### config.mk
export PLATFORM = sky130hd
export DESIGN_NAME = dma_irq_aggregator
export DESIGN_NICKNAME = d
export VERILOG_FILES = /design/src/rtl/dma_irq_pkg.sv /design/src/rtl/dma_irq_evt_bank.sv /design/src/rtl/dma_irq_read_mux.sv /design/src/rtl/dma_irq_aggregator.sv
export SDC_FILE = /design/constraint.sdc
export NUM_CORES = 1
export LEC_CHECK = 0
export ABC_CLOCK_PERIOD_IN_PS = 3700
export BUFFER_PORTS_ARGS = -buffer_cell sky130_fd_sc_hd__buf_4
export CAP_MARGIN = 10
export CORE_ASPECT_RATIO = 2
export CORE_MARGIN = 1.5
export CORE_UTILIZATION = 56
export DETAILED_ROUTE_END_ITERATION = 6
export PLACE_DENSITY_LB_ADDON = 0.12
export SYNTH_ARGS = -nofsm -noshare
export SYNTH_HDL_FRONTEND = slang
export SYNTH_SLANG_ARGS = --single-unit
### constraint.sdc
create_clock -name clk -period 3.7 [get_ports clk]
set_input_delay 0.555 -clock clk [delete_from_list [all_inputs] [get_ports clk]]
set_output_delay 0.555 -clock clk [all_outputs]
set_load 0.01 [all_outputs]
### src/rtl/dma_irq_pkg.sv
package dma_irq_pkg;
    localparam int NUM_CLASSES = 3;

    // Byte offsets; software decodes these, so they are fixed.
    localparam logic [11:0] OFS_SUMMARY  = 12'h000;
    localparam logic [11:0] OFS_PRIORITY = 12'h688;
    localparam logic [11:0] OFS_BUSY     = 12'h690;

    // Per class: index 0 = done, 1 = fault A, 2 = fault B
    localparam logic [11:0] OFS_MASKED [NUM_CLASSES] = '{12'h004, 12'h00C, 12'h010};
    localparam logic [11:0] OFS_ENABLE [NUM_CLASSES] = '{12'h018, 12'h020, 12'h024};
    localparam logic [11:0] OFS_RAW    [NUM_CLASSES] = '{12'h600, 12'h608, 12'h610};
endpackage

### src/rtl/dma_irq_evt_bank.sv
module dma_irq_evt_bank #(
    parameter int NUM_CH = 16
) (
    input  logic              clk,
    input  logic              rst_n,
    input  logic [NUM_CH-1:0] evt_i,
    input  logic              clr_we_i,
    input  logic              mask_we_i,
    input  logic [NUM_CH-1:0] wdata_i,
    output logic [NUM_CH-1:0] raw_o,
    output logic [NUM_CH-1:0] mask_o,
    output logic [NUM_CH-1:0] pend_o
);
    typedef struct packed {
        logic [NUM_CH-1:0] raw;
        logic [NUM_CH-1:0] mask;
    } bank_state_t;

    bank_state_t st_d, st_q;

    always_comb begin
        st_d = st_q;
        if (clr_we_i) begin
            st_d.raw = st_q.raw & ~wdata_i;
        end
        // A new event overrides a same-cycle clear
        st_d.raw = st_d.raw | evt_i;
        if (mask_we_i) begin
            st_d.mask = wdata_i;
        end
    end

    always_ff @(posedge clk or negedge rst_n) begin
        if (!rst_n) begin
            st_q <= '0;
        end else begin
            st_q <= st_d;
        end
    end

    assign raw_o  = st_q.raw;
    assign mask_o = st_q.mask;
    assign pend_o = st_q.raw & st_q.mask;

    // every pulsed bit is latched
    a_r2_event_latches: assert property (@(posedge clk) disable iff (!rst_n)
        (evt_i != '0) |=> ((raw_o & $past(evt_i)) == $past(evt_i)));

    // cleared bits without a competing event drop
    a_r3_clear_drops: assert property (@(posedge clk) disable iff (!rst_n)
        clr_we_i |=> ((raw_o & $past(wdata_i & ~evt_i)) == '0));

    // set beats clear on the same bit
    a_r4_set_wins: assert property (@(posedge clk) disable iff (!rst_n)
        (clr_we_i && ((wdata_i & evt_i) != '0))
            |=> ((raw_o & $past(wdata_i & evt_i)) == $past(wdata_i & evt_i)));

    // without events or clears the latch holds
    a_r3_hold: assert property (@(posedge clk) disable iff (!rst_n)
        (!clr_we_i && evt_i == '0) |=> $stable(raw_o));
endmodule

### src/rtl/dma_irq_read_mux.sv
module dma_irq_read_mux
    import dma_irq_pkg::*;
#(
    parameter int NUM_CH = 16,
    parameter int ADDR_W = 12,
    parameter int DATA_W = 32
) (
    input  logic [ADDR_W-1:0]                  addr_i,
    input  logic [NUM_CLASSES-1:0][NUM_CH-1:0] raw_i,
    input  logic [NUM_CLASSES-1:0][NUM_CH-1:0] mask_i,
    input  logic [NUM_CLASSES-1:0][NUM_CH-1:0] pend_i,
    input  logic [NUM_CH-1:0]                  summary_i,
    input  logic [NUM_CH-1:0]                  busy_i,
    input  logic [DATA_W-1:0]                  prio_i,
    output logic [DATA_W-1:0]                  rdata_o
);
    always_comb begin
        rdata_o = '0;
        if (addr_i == ADDR_W'(OFS_SUMMARY)) begin
            rdata_o = DATA_W'(summary_i);
        end
        if (addr_i == ADDR_W'(OFS_BUSY)) begin
            rdata_o = DATA_W'(busy_i);
        end
        if (addr_i == ADDR_W'(OFS_PRIORITY)) begin
            rdata_o = prio_i;
        end
        for (int k = 0; k < NUM_CLASSES; k++) begin
            if (addr_i == ADDR_W'(OFS_RAW[k])) begin
                rdata_o = DATA_W'(raw_i[k]);
            end
            if (addr_i == ADDR_W'(OFS_ENABLE[k])) begin
                rdata_o = DATA_W'(mask_i[k]);
            end
            if (addr_i == ADDR_W'(OFS_MASKED[k])) begin
                rdata_o = DATA_W'(pend_i[k]);
            end
        end
    end
endmodule

### src/rtl/dma_irq_aggregator.sv
module dma_irq_aggregator
    import dma_irq_pkg::*;
#(
    parameter int NUM_CH = 16,
    parameter int ADDR_W = 12,
    parameter int DATA_W = 32
) (
    input  logic              clk,
    input  logic              rst_n,
    input  logic [NUM_CH-1:0] evt_done_i,
    input  logic [NUM_CH-1:0] evt_flt_a_i,
    input  logic [NUM_CH-1:0] evt_flt_b_i,
    input  logic [NUM_CH-1:0] chan_busy_i,
    input  logic              wr_en_i,
    input  logic [ADDR_W-1:0] addr_i,
    input  logic [DATA_W-1:0] wdata_i,
    output logic [DATA_W-1:0] rdata_o,
    output logic              irq_o
);
    typedef struct packed {
        logic [NUM_CH-1:0] busy;
        logic [DATA_W-1:0] prio;
    } ctl_state_t;

    ctl_state_t ctl_d, ctl_q;

    logic [NUM_CLASSES-1:0][NUM_CH-1:0] evt_w;
    logic [NUM_CLASSES-1:0][NUM_CH-1:0] raw_w;
    logic [NUM_CLASSES-1:0][NUM_CH-1:0] mask_w;
    logic [NUM_CLASSES-1:0][NUM_CH-1:0] pend_w;
    logic [NUM_CH-1:0]                  summary_w;

    assign evt_w[0] = evt_done_i;
    assign evt_w[1] = evt_flt_a_i;
    assign evt_w[2] = evt_flt_b_i;

    for (genvar k = 0; k < NUM_CLASSES; k++) begin : g_class
        logic clr_we, mask_we;
        assign clr_we  = wr_en_i && (addr_i == ADDR_W'(OFS_RAW[k]));
        assign mask_we = wr_en_i && (addr_i == ADDR_W'(OFS_ENABLE[k]));

        dma_irq_evt_bank #(.NUM_CH(NUM_CH)) bank_i (
            .clk       (clk),
            .rst_n     (rst_n),
            .evt_i     (evt_w[k]),
            .clr_we_i  (clr_we),
            .mask_we_i (mask_we),
            .wdata_i   (wdata_i[NUM_CH-1:0]),
            .raw_o     (raw_w[k]),
            .mask_o    (mask_w[k]),
            .pend_o    (pend_w[k])
        );
    end

    always_comb begin
        summary_w = '0;
        for (int k = 0; k < NUM_CLASSES; k++) begin
            summary_w = summary_w | pend_w[k];
        end
    end

    always_comb begin
        ctl_d      = ctl_q;
        ctl_d.busy = chan_busy_i;
        if (wr_en_i && addr_i == ADDR_W'(OFS_PRIORITY)) begin
            ctl_d.prio = wdata_i;
        end
    end

    always_ff @(posedge clk or negedge rst_n) begin
        if (!rst_n) begin
            ctl_q <= '0;
        end else begin
            ctl_q <= ctl_d;
        end
    end

    dma_irq_read_mux #(
        .NUM_CH (NUM_CH),
        .ADDR_W (ADDR_W),
        .DATA_W (DATA_W)
    ) rmux_i (
        .addr_i    (addr_i),
        .raw_i     (raw_w),
        .mask_i    (mask_w),
        .pend_i    (pend_w),
        .summary_i (summary_w),
        .busy_i    (ctl_q.busy),
        .prio_i    (ctl_q.prio),
        .rdata_o   (rdata_o)
    );

    assign irq_o = |summary_w;

    // interrupt tracks enabled raw events across all banks
    a_r8_irq_matches_banks: assert property (@(posedge clk) disable iff (!rst_n)
        irq_o == (((raw_w[0] & mask_w[0]) | (raw_w[1] & mask_w[1])
                 | (raw_w[2] & mask_w[2])) != '0));

    // priority only moves on a write to its offset
    a_r10_prio_hold: assert property (@(posedge clk) disable iff (!rst_n)
        !(wr_en_i && addr_i == ADDR_W'(OFS_PRIORITY)) |=> $stable(ctl_q.prio));
endmodule

After elaboration in Yosys (flattened, before gate mapping)

Index checks and enable logic that the tools add are counted.

Flip-flop bits (word level): 144
Output and inout port bits: 33
Logic and storage cells: 55
Input port bits: 111

Bitwise gates (word level): 12
Reduce and logical (&&, ||, !) cells: 9
Equality and inequality tests: 11
Muxes and demuxes: 15

Operator list:

| cell                                                              | number |
|---|---|
| 32-bit two-way mux                                                | 10 |
| 16-bit AND                                                        | 6 |
| 16-bit two-way mux                                                | 5 |
| 16-bit bitwise OR                                                 | 5 |
| 12-bit by 11-bit == test with 1-bit output, second input constant | 5 |
| 12-bit by 5-bit == test with 1-bit output, second input constant  | 2 |
| 12-bit by 6-bit == test with 1-bit output, second input constant  | 2 |
| 16-bit inverter                                                   | 1 |
| 16-bit OR reduction                                               | 1 |
| 12-bit by 3-bit == test with 1-bit output, second input constant  | 1 |
| 12-bit by 4-bit == test with 1-bit output, second input constant  | 1 |
| 12-bit zero test                                                  | 1 |
| 1-bit logical AND                                                 | 7 |

Depth between registers and ports, before layout

Gate-level depths: netlist (run 1).

Word-level depth: 15
Mapped depth: 9

Hierarchy

Synthesis (run 1) repeated with hierarchy kept, for this count alone.

Cell total of the unflattened synthesis: 779
Area total of the unflattened synthesis: 8187.9 sq um

By module, submodules not included:

| module             | cells an instance | times used | area an instance (sq um) |
|---|---|---|---|
| dma_irq_evt_bank   | 100               | 3          | 1342.5 |
| dma_irq_read_mux   | 354               | 1          | 2182.1 |
| dma_irq_aggregator | 125               | 1          | 1978.1 |

Worst setup path before layout (run 1)

OpenSTA, ideal clock, no wires.

Path type: in2out
From: input port addr_i[8]
To: output port rdata_o[8]
Buffers on the path: 1
Data arrival time: 2.502 ns
Data required time: 3.145 ns
Slack: 0.643 ns
Stages: 7
Cell sequence: or4_4 -> buf_2 -> or4_1 -> a311o_1 -> nand3_1 -> a221oi_1 -> a21oi_1

Longest elaborated chain between the ends: 13
Elaborated cells between the ends (all ways): 24
Classes of those cells: eq/ne: 11; mux: 12; reduce/logical: 1

Ends and longest elaborated chain:

| element                | line                     | text |
|---|---|---|
| from (decl)            | dma_irq_aggregator.sv:15 | `input logic [ADDR_W-1:0] addr_i,` |
| 12-bit zero test       | dma_irq_read_mux.sv:19   | `if (addr_i == ADDR_W'(OFS_SUMMARY)) begin` |
| 16-bit two-way mux     | dma_irq_read_mux.sv:19   |  |
| 16-bit two-way mux     | dma_irq_read_mux.sv:22   | `if (addr_i == ADDR_W'(OFS_BUSY)) begin` |
| 32-bit two-way mux     | dma_irq_read_mux.sv:25   | `if (addr_i == ADDR_W'(OFS_PRIORITY)) begin` |
| 32-bit two-way mux     | dma_irq_read_mux.sv:29   | `if (addr_i == ADDR_W'(OFS_RAW[k])) begin` |
| 32-bit two-way mux     | dma_irq_read_mux.sv:32   | `if (addr_i == ADDR_W'(OFS_ENABLE[k])) begin` |
| 32-bit two-way mux     | dma_irq_read_mux.sv:35   | `if (addr_i == ADDR_W'(OFS_MASKED[k])) begin` |
| 32-bit two-way mux     | dma_irq_read_mux.sv:29   |  |
| 32-bit two-way mux     | dma_irq_read_mux.sv:32   |  |
| 32-bit two-way mux     | dma_irq_read_mux.sv:35   |  |
| 32-bit two-way mux     | dma_irq_read_mux.sv:29   |  |
| 32-bit two-way mux     | dma_irq_read_mux.sv:32   |  |
| 32-bit two-way mux (*) | dma_irq_read_mux.sv:35   |  |
| to (decl)              | dma_irq_aggregator.sv:17 | `output logic [DATA_W-1:0] rdata_o,` |

Every way passes the cells marked *; elsewhere a longest branch is shown, timed or not.

Worst setup path in the final report (run 1)

From: input port addr_i[2]
To: output port rdata_o[5]

The elaborated chain is that of the path after synthesis.

==> out/results.ini, run 1 <==
[route]
dr.pass1.iters=7
drtIter0Drc=577
post-route-drc-count=0
vias_per_cell=6.769
routed_wl_um=24890
vias=6789
antenna_left=0
routedWlPerCell_um=24.81

[timing]
finClkSkew_ns=0
min_period_over_period=0.9611
setup_violations=0
max_freq_mhz=281.2
slew_viol_final=0
max-slew-margin-rel=0.2745
min_period_ns=3.556
hold_viol=0
tightest_slew_ns=1.088
fin_setup_tns_ns=0
rsz0062_at_grt=no

[critical_path]
cp.arrival_ns=3.00
cp-end-kind=primary output
worst_path_max_delay_cell=or4b_1
required_ns=3.14
crit_family=simple AND/OR/NAND/NOR gates
r2r_end=g_class[1].bank_i.mask_o[13]
crit_type=in -> out
cp_cell_sequence=buf_4 -> or4b_1 -> nor4_2 -> a221oi_1 -> a221o_1 -> a221oi_1 -> a221o_1 -> buf_4
rrSetupSlack_ns=2.87
critical_path_buf_inv_count=2
r2r_cells=1
startpoint_type=input port
crit_fanout=6
slowest_delay_ns=0.67
r2r_start=g_class[1].bank_i.mask_o[13]

[synthesis]
ys_warn_count=0
syn_inst=672
synth.net_count=783
yosys.area.top_type_share=0.4881
ys_seq_area_frac=0.4881
synth_edf_count=0
netlist_top_cells_count=dfrtp_1, nand2_1, mux2_2
yosysMostFrequentCell=dfrtp_1
ys.flop_type=dfrtp_1
async_flop_share=1.000
yosysTopAreaCell=dfrtp_1
synth_area_mm2=0.007382
ys_types=63
yosys-top-cells-area=dfrtp_1, mux2_2, a21o_1
ys_ff_latch=144
syn_avg_cell_area_um2=10.99

[floorplanning]
row_count=59
dieArea_mm2=0.01392
die_x_um=84.19
core_mm2=0.01292
die_y_um=165.4
ios=144
start_util=0.5714

[clock_network]
cts_inserted_buffers=17
h-tree-depth=4
cts_max_path_buffers=2
root_buffer=clkbuf_16
path_clk_slew_ns=0.07
cts_tree=done
clock-sinks=144
worstSkewPairLatency_ns=0.42
cts_setup_buffers=0

[hold_path]
hp-start=chan_busy_i[3]
hold_end=ctl_q[35]
whs_path_depth=1
hp-class=in -> reg

[finish]
nNetsFinal=949
drive_above_1_share=0.3819
insertedDiodeCount=0
fillers=883
fin_util=0.7277
syn_to_final_growth_pct=27.34

[grt]
grt_max_degree=121
grt_pass1_wl_um=38240
grt_pass1_vias=7113
grt_usage=0.3640
antenna_found_initial=0
grt_overflow=0

[outcome]
status=finished, final reports clean

[power]
p_leak_uw=0.004365
pwr_density_cell_mw_per_mm2=371.9
ir_drop_mv=0.3819

[place]
place_congestion=0.9330
io_buffers=143
dp_hpwl_um=17580

[run]
cap_viol_max_count=0

## cell usage in the layout, fill, tap and decap left out, types with 4 or more instances in the layout
master and instances:
and2_1 18, or4_1 7, nand2_1 94, inv_6 5, and3_1 5, o21ai_0 13, a41oi_1 5, dfrtp_1 144
a21o_1 62, clkbuf_16 17, mux2_2 80, clkinvlp_4 4, inv_1 5, buf_4 186, nand4_1 8, nand3_1 13
a222oi_1 20, a311o_1 5, nor2_1 18, a221oi_1 22, a31o_2 4, nor3_1 4, nor4_1 13, a221o_1 13
a21oi_1 24
## how the worst max path moves through the flow
stage / startpoint / to / cells past startpoint
final: addr_i[2] / rdata_o[5] / 8
after global routing: addr_i[2] / rdata_o[6] / 8
after CTS: addr_i[3] / rdata_o[14] / 9
after detailed placement: addr_i[3] / rdata_o[14] / 9
after global placement: addr_i[3] / rdata_o[14] / 9
after floorplan: addr_i[8] / rdata_o[8] / 7
## repair_timing
| item | 4_1_cts | 5_1_grt |
|---|---|---|
| gates resized for setup | 0 | 2 |
| hold buffers | 0 | 0 |
| setup endpoints to repair | 0 | 4 |
## kinds of logic after synthesis
family,after synthesis,share of synthesized area
compound gates,190,0.2032
buf+inv,47,0.02966
mux,80,0.1220
flops,144,0.4881
simple gates,211,0.1570
## flip-flops by register name (all words and copies together) (netlist names)
register               count
ctl_q                     48
g_class.bank_i.mask_o     48
g_class.bank_i.raw_o      48
## per-layer routing
layer	GRT usage	wire, um
met1	0.4047	8643
met2	0.6509	13160
met3	0.05567	1705
met4	0.2176	1380
met5	0	0
## where the power goes
group	switching, uW	internal, uW	total, uW
clock network	756	948	1700
logic	101	97.1	198
registers	7.48	1590	1590
total	864	2630	3500
## final cells by class
cell class	count	area (um^2)	area share
Tap cell	152	190.2	0.02023
Multi-Input combinational cell	481	3568	0.3796
Inverter	5	18.77	0.001997
Timing Repair Buffer	189	1448	0.1540
Clock buffer	18	429.2	0.04565
Clock inverter	14	142.6	0.01517
Sequential cell	144	3603	0.3833
## through the flow
step / instance area (um^2) / hold WS (ns) / setup slack [ns] / cells / power (uW)
6_report: 9400 / 0.2278 / 0.1439 / 1003 / 3496
5_1_grt: 9400 / 0.2199 / 0.06791 / 1003 / 3594
4_1_cts: 9392 / 0.2231 / 0.06095 / 1003 / 3512
3_5_place_dp: 8820 / 0.4860 / 0.07526 / 971 / 1821
3_3_place_gp: 8820 / 0.4784 / 0.1429 / 971 / 1815
2_1_floorplan: 7382 / 0.2594 / 0.6433 / 672 / 1655
Note: power is estimated with default switching activity, not from simulation.
==> run 2: changes to the inputs <==
--- a/config.mk
+++ b/config.mk
@@ -8,9 +8,11 @@
 export ABC_CLOCK_PERIOD_IN_PS = 3700
 export BUFFER_PORTS_ARGS = -buffer_cell sky130_fd_sc_hd__buf_4
 export CAP_MARGIN = 10
+export CELL_PAD_IN_SITES_DETAIL_PLACEMENT = 1
+export CELL_PAD_IN_SITES_GLOBAL_PLACEMENT = 1
 export CORE_ASPECT_RATIO = 2
 export CORE_MARGIN = 1.5
-export CORE_UTILIZATION = 56
+export CORE_UTILIZATION = 44
 export DETAILED_ROUTE_END_ITERATION = 6
 export PLACE_DENSITY_LB_ADDON = 0.12
 export SYNTH_ARGS = -nofsm -noshare
==> out/results.ini, run 2 (synthesis gave the netlist of run 1 again) <==
[route]
post-route-drc-count=0  ; unchanged
routedWlPerCell_um=27.77  ; +12%
drtIter0Drc=451  ; -22%
vias_per_cell=6.474  ; -4.4%
dr.pass1.iters=7  ; unchanged
antenna_left=0  ; unchanged
vias=6856  ; +0.99%
routed_wl_um=29410  ; +18%

[floorplanning]
core_mm2=0.01635  ; +27%
die_y_um=186.2  ; +13%
dieArea_mm2=0.01761  ; +26%
row_count=66  ; +12%
die_x_um=94.59  ; +12%
ios=144  ; unchanged
start_util=0.4515  ; -0.1199

[timing]
rsz0062_at_grt=no
min_period_over_period=0.9680  ; +0.006901
hold_viol=0  ; unchanged
max-slew-margin-rel=0.4255  ; +0.1510
setup_slack_ns=0.1184  ; -0.02553 ns
fin_setup_tns_ns=0  ; unchanged
setup_violations=0  ; unchanged
finClkSkew_ns=0  ; unchanged
min_period_ns=3.582  ; +0.02553 ns
max_freq_mhz=279.2  ; -0.71%
slew_viol_final=0  ; unchanged
tightest_slew_ns=0.8617  ; -0.2265 ns

[critical_path]
worst-path-stages=5  ; -3
cp.arrival_ns=3.03  ; +0.03 ns
rrSetupSlack_ns=2.83  ; -0.04 ns
startpoint_type=flop
crit_type=reg -> out
slowest_delay_ns=0.80  ; +0.13 ns
cp-end-kind=primary output
cp-startpoint=g_class[2].bank_i.mask_o[0]
worst_path_max_delay_cell=a222oi_1
critical_path_buf_inv_count=1  ; -1
r2r_cells=1  ; unchanged
r2r_start=g_class[1].bank_i.mask_o[11]
r2r_end=g_class[1].bank_i.mask_o[11]
crit_fanout=4  ; -2
crit_family=simple AND/OR/NAND/NOR gates
required_ns=3.14  ; about the same
cp_cell_sequence=a222oi_1 -> nand2_1 -> or3_1 -> or4_1 -> buf_4

[finish]
fin_util=0.5839  ; -0.1438
nNetsFinal=953  ; +0.42%
seq_area_mm2=0.003603  ; unchanged
drive_above_1_share=0.3848  ; +0.002892
insertedDiodeCount=0  ; unchanged
final_common_cell=buf_4
fillers=1757  ; +99%
layout_common_cells=buf_4, dfrtp_1, nand2_1
multi_input_area_mm2=0.003565  ; -0.11%
syn_to_final_growth_pct=29.32

[clock_network]
clock-sinks=144  ; unchanged
worstSkewPairLatency_ns=0.43  ; about the same
cts_inserted_buffers=17  ; unchanged
cts_tree=done
path_clk_slew_ns=0.07  ; about the same
root_buffer=clkbuf_16
h-tree-depth=4  ; unchanged
cts_max_path_buffers=2  ; unchanged
cts_hold_buffers=0  ; unchanged
cts_setup_buffers=0  ; unchanged
ctsResizeCount=0  ; unchanged

[grt]
antenna_found_initial=0  ; unchanged
grt_usage=0.3484  ; -0.01556
grt_pass1_vias=7806  ; +9.7%
grt_max_degree=78  ; -36%
grt_overflow=0  ; unchanged
grt_pass1_wl_um=44340  ; +16%

[place]
dp_hpwl_um=20300  ; +15%
io_buffers=143  ; unchanged
post-place-ws_ns=0.09815  ; +0.02289 ns
place_congestion=0.9781  ; +4.8%

[hold_path]
hp-class=in -> async

[run]
cap_viol_max_count=0  ; unchanged

[power]
p_leak_uw=0.004417  ; +1.2%
pwr_density_cell_mw_per_mm2=372.2  ; about the same
ir_drop_mv=0.3816  ; about the same

[outcome]
status=finished, final reports clean

## run 2: cell types whose count changed in the layout (fill, tap and decap cells not counted), moves of 3 or more
cell        change
clkinv_2        +4
buf_12          +3
inv_8           -3
clkinv_4        +3
clkinvlp_4      -3
inv_6           -3
## run 2: metrics by stage
step / instances / total power [uW] / area [um^2] / hold slack [ns]
2_1_floorplan: 672 / 1655 / 7382 / 0.2594
4_1_cts: 1059 / 3573 / 9542 / 0.1836
6_report: 1059 / 3554 / 9547 / 0.1582
3_5_place_dp: 1027 / 1828 / 8952 / 0.4856
5_1_grt: 1059 / 3658 / 9547 / 0.2055
3_3_place_gp: 1027 / 1820 / 8952 / 0.4790
## run 2: final cells by class
class | instances | area share
Tap cell | 204 | 0.02674
Multi-Input combinational cell | 481 | 0.3734
Clock inverter | 13 | 0.01429
Timing Repair Buffer | 193 | 0.1587
Inverter | 5 | 0.001966
Clock buffer | 19 | 0.04744
Sequential cell | 144 | 0.3775
## run 2: worst max-delay path by stage
stage                              to  slack, ns
after floorplan            rdata_o[8]       0.64
after global placement     rdata_o[2]       0.16
after detailed placement   rdata_o[2]        0.1
after CTS                  rdata_o[2]       0.07
after global routing      rdata_o[11]      0.005
final                           irq_o       0.12
## run 2: routing by layer
layer	routed length (um)	global-route usage	up-vias
li1	-	-	2918
met1	9764	0.3500	3475
met2	16090	0.6414	345
met3	1652	0.06098	118
met4	1904	0.2293	0
met5	0	0	-
## run 2: where the power goes
| group | switching [uW] | internal [uW] |
|---|---|---|
| clock | 726 | 1030 |
| combinational | 105 | 98.2 |
| sequential | 8.71 | 1590 |
| total | 839 | 2710 |
==> run 3: changes to the inputs <==
--- a/config.mk
+++ b/config.mk
@@ -11,10 +11,10 @@
 export CELL_PAD_IN_SITES_DETAIL_PLACEMENT = 1
 export CELL_PAD_IN_SITES_GLOBAL_PLACEMENT = 1
 export CORE_ASPECT_RATIO = 2
-export CORE_MARGIN = 1.5
 export CORE_UTILIZATION = 44
 export DETAILED_ROUTE_END_ITERATION = 6
 export PLACE_DENSITY_LB_ADDON = 0.12
+export SETUP_SLACK_MARGIN = 0.5
 export SYNTH_ARGS = -nofsm -noshare
 export SYNTH_HDL_FRONTEND = slang
 export SYNTH_SLANG_ARGS = --single-unit
==> out/results.ini, run 3 (synthesis gave the netlist of run 1 again) <==
[clock_network]
path_clk_slew_ns=0.06  ; about the same
cts_tree=done
cts_hold_buffers=0  ; unchanged
root_buffer=clkbuf_16
cts_max_path_buffers=2  ; unchanged
cts_inserted_buffers=17  ; unchanged
h-tree-depth=4  ; unchanged
worstSkewPairLatency_ns=0.43  ; about the same
clock-sinks=144  ; unchanged

[finish]
final_common_cell=buf_4
drive_above_1_share=0.4475  ; +0.06275
final_cells=1100  ; +3.9%
insertedDiodeCount=0  ; unchanged
layout_common_cells=buf_4, dfrtp_1, nand2_1
fin_util=0.6286  ; +0.04477
nNetsFinal=994  ; +4.3%
finish.instance_area_mm2=0.01028  ; +7.7%
syn_to_final_growth_pct=39.24

[run]
cap_viol_max_count=0  ; unchanged

[route]
routedWlPerCell_um=26.48  ; -4.7%
post-route-drc-count=0  ; unchanged
antenna_left=0  ; unchanged
vias=7017  ; +2.3%
routed_wl_um=29130  ; -0.97%
dr.pass1.iters=7  ; unchanged
drtIter0Drc=443  ; -1.8%
vias_per_cell=6.379  ; -1.5%

[outcome]
status=finished, final reports clean

[grt]
grt_pass1_vias=7827  ; +0.27%
grt_overflow=0  ; unchanged
grt_max_degree=86  ; +10%
grt_usage=0.3488  ; about the same
antenna_found_initial=0  ; unchanged
grt_pass1_wl_um=44110  ; -0.51%

[power]
p_leak_uw=0.004821  ; +9.2%
p_sw_frac=0.2301  ; -0.006041
pwr_density_cell_mw_per_mm2=345.3  ; -7.3%
ir_drop_mv=0.2655  ; -30%
power_frac_seq=0.450  ; about the same
clkPwrFrac=0.486  ; -0.008
comb_power_share=0.064  ; +0.007
p_switching_uw=816.5  ; -2.7%
internal_power_uw=2732  ; +0.65%

[floorplanning]
row_count=66  ; unchanged
ios=144  ; unchanged
start_util=0.4515  ; unchanged
dieArea_mm2=0.01733  ; -1.6%
core_mm2=0.01635  ; unchanged
die_y_um=185.2  ; -0.54%
die_x_um=93.59  ; -1.1%

[timing]
min_period_ns=3.309  ; -0.2729 ns
min_period_over_period=0.8942  ; -0.07377
rsz0062_at_grt=yes
hold_viol=0  ; unchanged
tightest_slew_ns=0.8186  ; -0.04309 ns
setup_violations=0  ; unchanged
finClkSkew_ns=0  ; unchanged
max-slew-margin-rel=0.4543  ; +0.02873
max_freq_mhz=302.2  ; +8.2%
slew_viol_final=0  ; unchanged
fin_setup_tns_ns=0  ; unchanged

[critical_path]
cp-end-kind=primary output
r2r_cells=1  ; unchanged
cp.arrival_ns=2.75  ; -0.28 ns
r2r_start=g_class[1].bank_i.mask_o[11]
cp-startpoint=addr_i[8]
cp_cell_sequence=buf_6 -> or4_4 -> buf_6 -> nor4_4 -> buf_12 -> or2_4 -> nor4_1 -> a221oi_2 -> a21oi_1 -> buf_4
required_ns=3.14  ; about the same
startpoint_type=input port
path_common_cell=buf_6
crit_fanout=5  ; +1
slowest_delay_ns=0.59  ; -0.21 ns
worst_path_max_delay_cell=or4_4
rrSetupSlack_ns=2.85  ; +0.02 ns
crit_type=in -> out
crit_end=rdata_o[10]
r2r_end=g_class[1].bank_i.mask_o[11]

[place]
io_buffers=143  ; unchanged
dp_cells=1031  ; +0.39%
dp_hpwl_um=20200  ; -0.46%
place_area_mm2=0.008982  ; +0.34%
place_congestion=0.9238  ; -5.6%

[hold_path]
hp-class=in -> async

[run 3: power by group through the flow]
stage,logic (uW),clock network [uW],registers [uW]
after floorplan,35.0,0,1620
after global placement,196,0,1620
after detailed placement,203,0,1620
after CTS,219,1750,1600
after global routing,243,1810,1600
final,227,1730,1600
[run 3: critical path, delay by kind of cell]
family,cells,cell delay [ns]
buffers and inverters,4,0.57
AOI/OAI and AO/OA,2,0.36
and+or+nand+nor,4,1.25
[run 3: metal layers]
metal / vias to the layer above / wire length, um / track usage
met4: 0 / 1661 / 0.2166
met3: 106 / 1241 / 0.05049
met5: - / 0 / 0
li1: 3000 / - / -
met1: 3589 / 10190 / 0.3640
met2: 322 / 16030 / 0.6421
[run 3: final cells by class]
cell class / instances / area, um^2
Timing Repair Buffer: 234 / 1993
Fill cell: 1723 / 6072
Clock buffer: 20 / 456.7
Clock inverter: 12 / 132.6
Tap cell: 204 / 255.2
Sequential cell: 144 / 3603
Inverter: 5 / 18.77
Multi-Input combinational cell: 481 / 3819
[run 3: worst min-delay path by stage]
stage / start / endpoint / slack [ns] / depth (start not counted)
finish: rst_n / g_class[2].bank_i.raw_o[10] / 0.20 / 1
global placement: ctl_q[19] / ctl_q[19] / 0.48 / 1
global route: chan_busy_i[8] / ctl_q[40] / 0.22 / 1
detailed placement: ctl_q[30] / ctl_q[30] / 0.49 / 1
CTS: rst_n / g_class[2].bank_i.raw_o[10] / 0.22 / 1
floorplan: rst_n / ctl_q[0] / 0.26 / 0
[run 3: metrics by stage]
stage | hold slack (ns) | setup WS (ns) | power, uW
finish | 0.2035 | 0.3914 | 3549
global route | 0.2206 | 0.3496 | 3651
CTS | 0.2161 | 0.3958 | 3561
detailed placement | 0.4884 | 0.1541 | 1827
global placement | 0.4799 | 0.1425 | 1820
floorplan | 0.2594 | 0.6433 | 1655
[run 3: what timing repair did]
| action | in CTS | in global routing |
|---|---|---|
| resized for setup | 60 | 21 |
| setup endpoints to repair | 15 | 15 |
| pin swaps | 35 | 22 |
| gates cloned | 1 | 1 |
| buffers inserted | 25 | 10 |
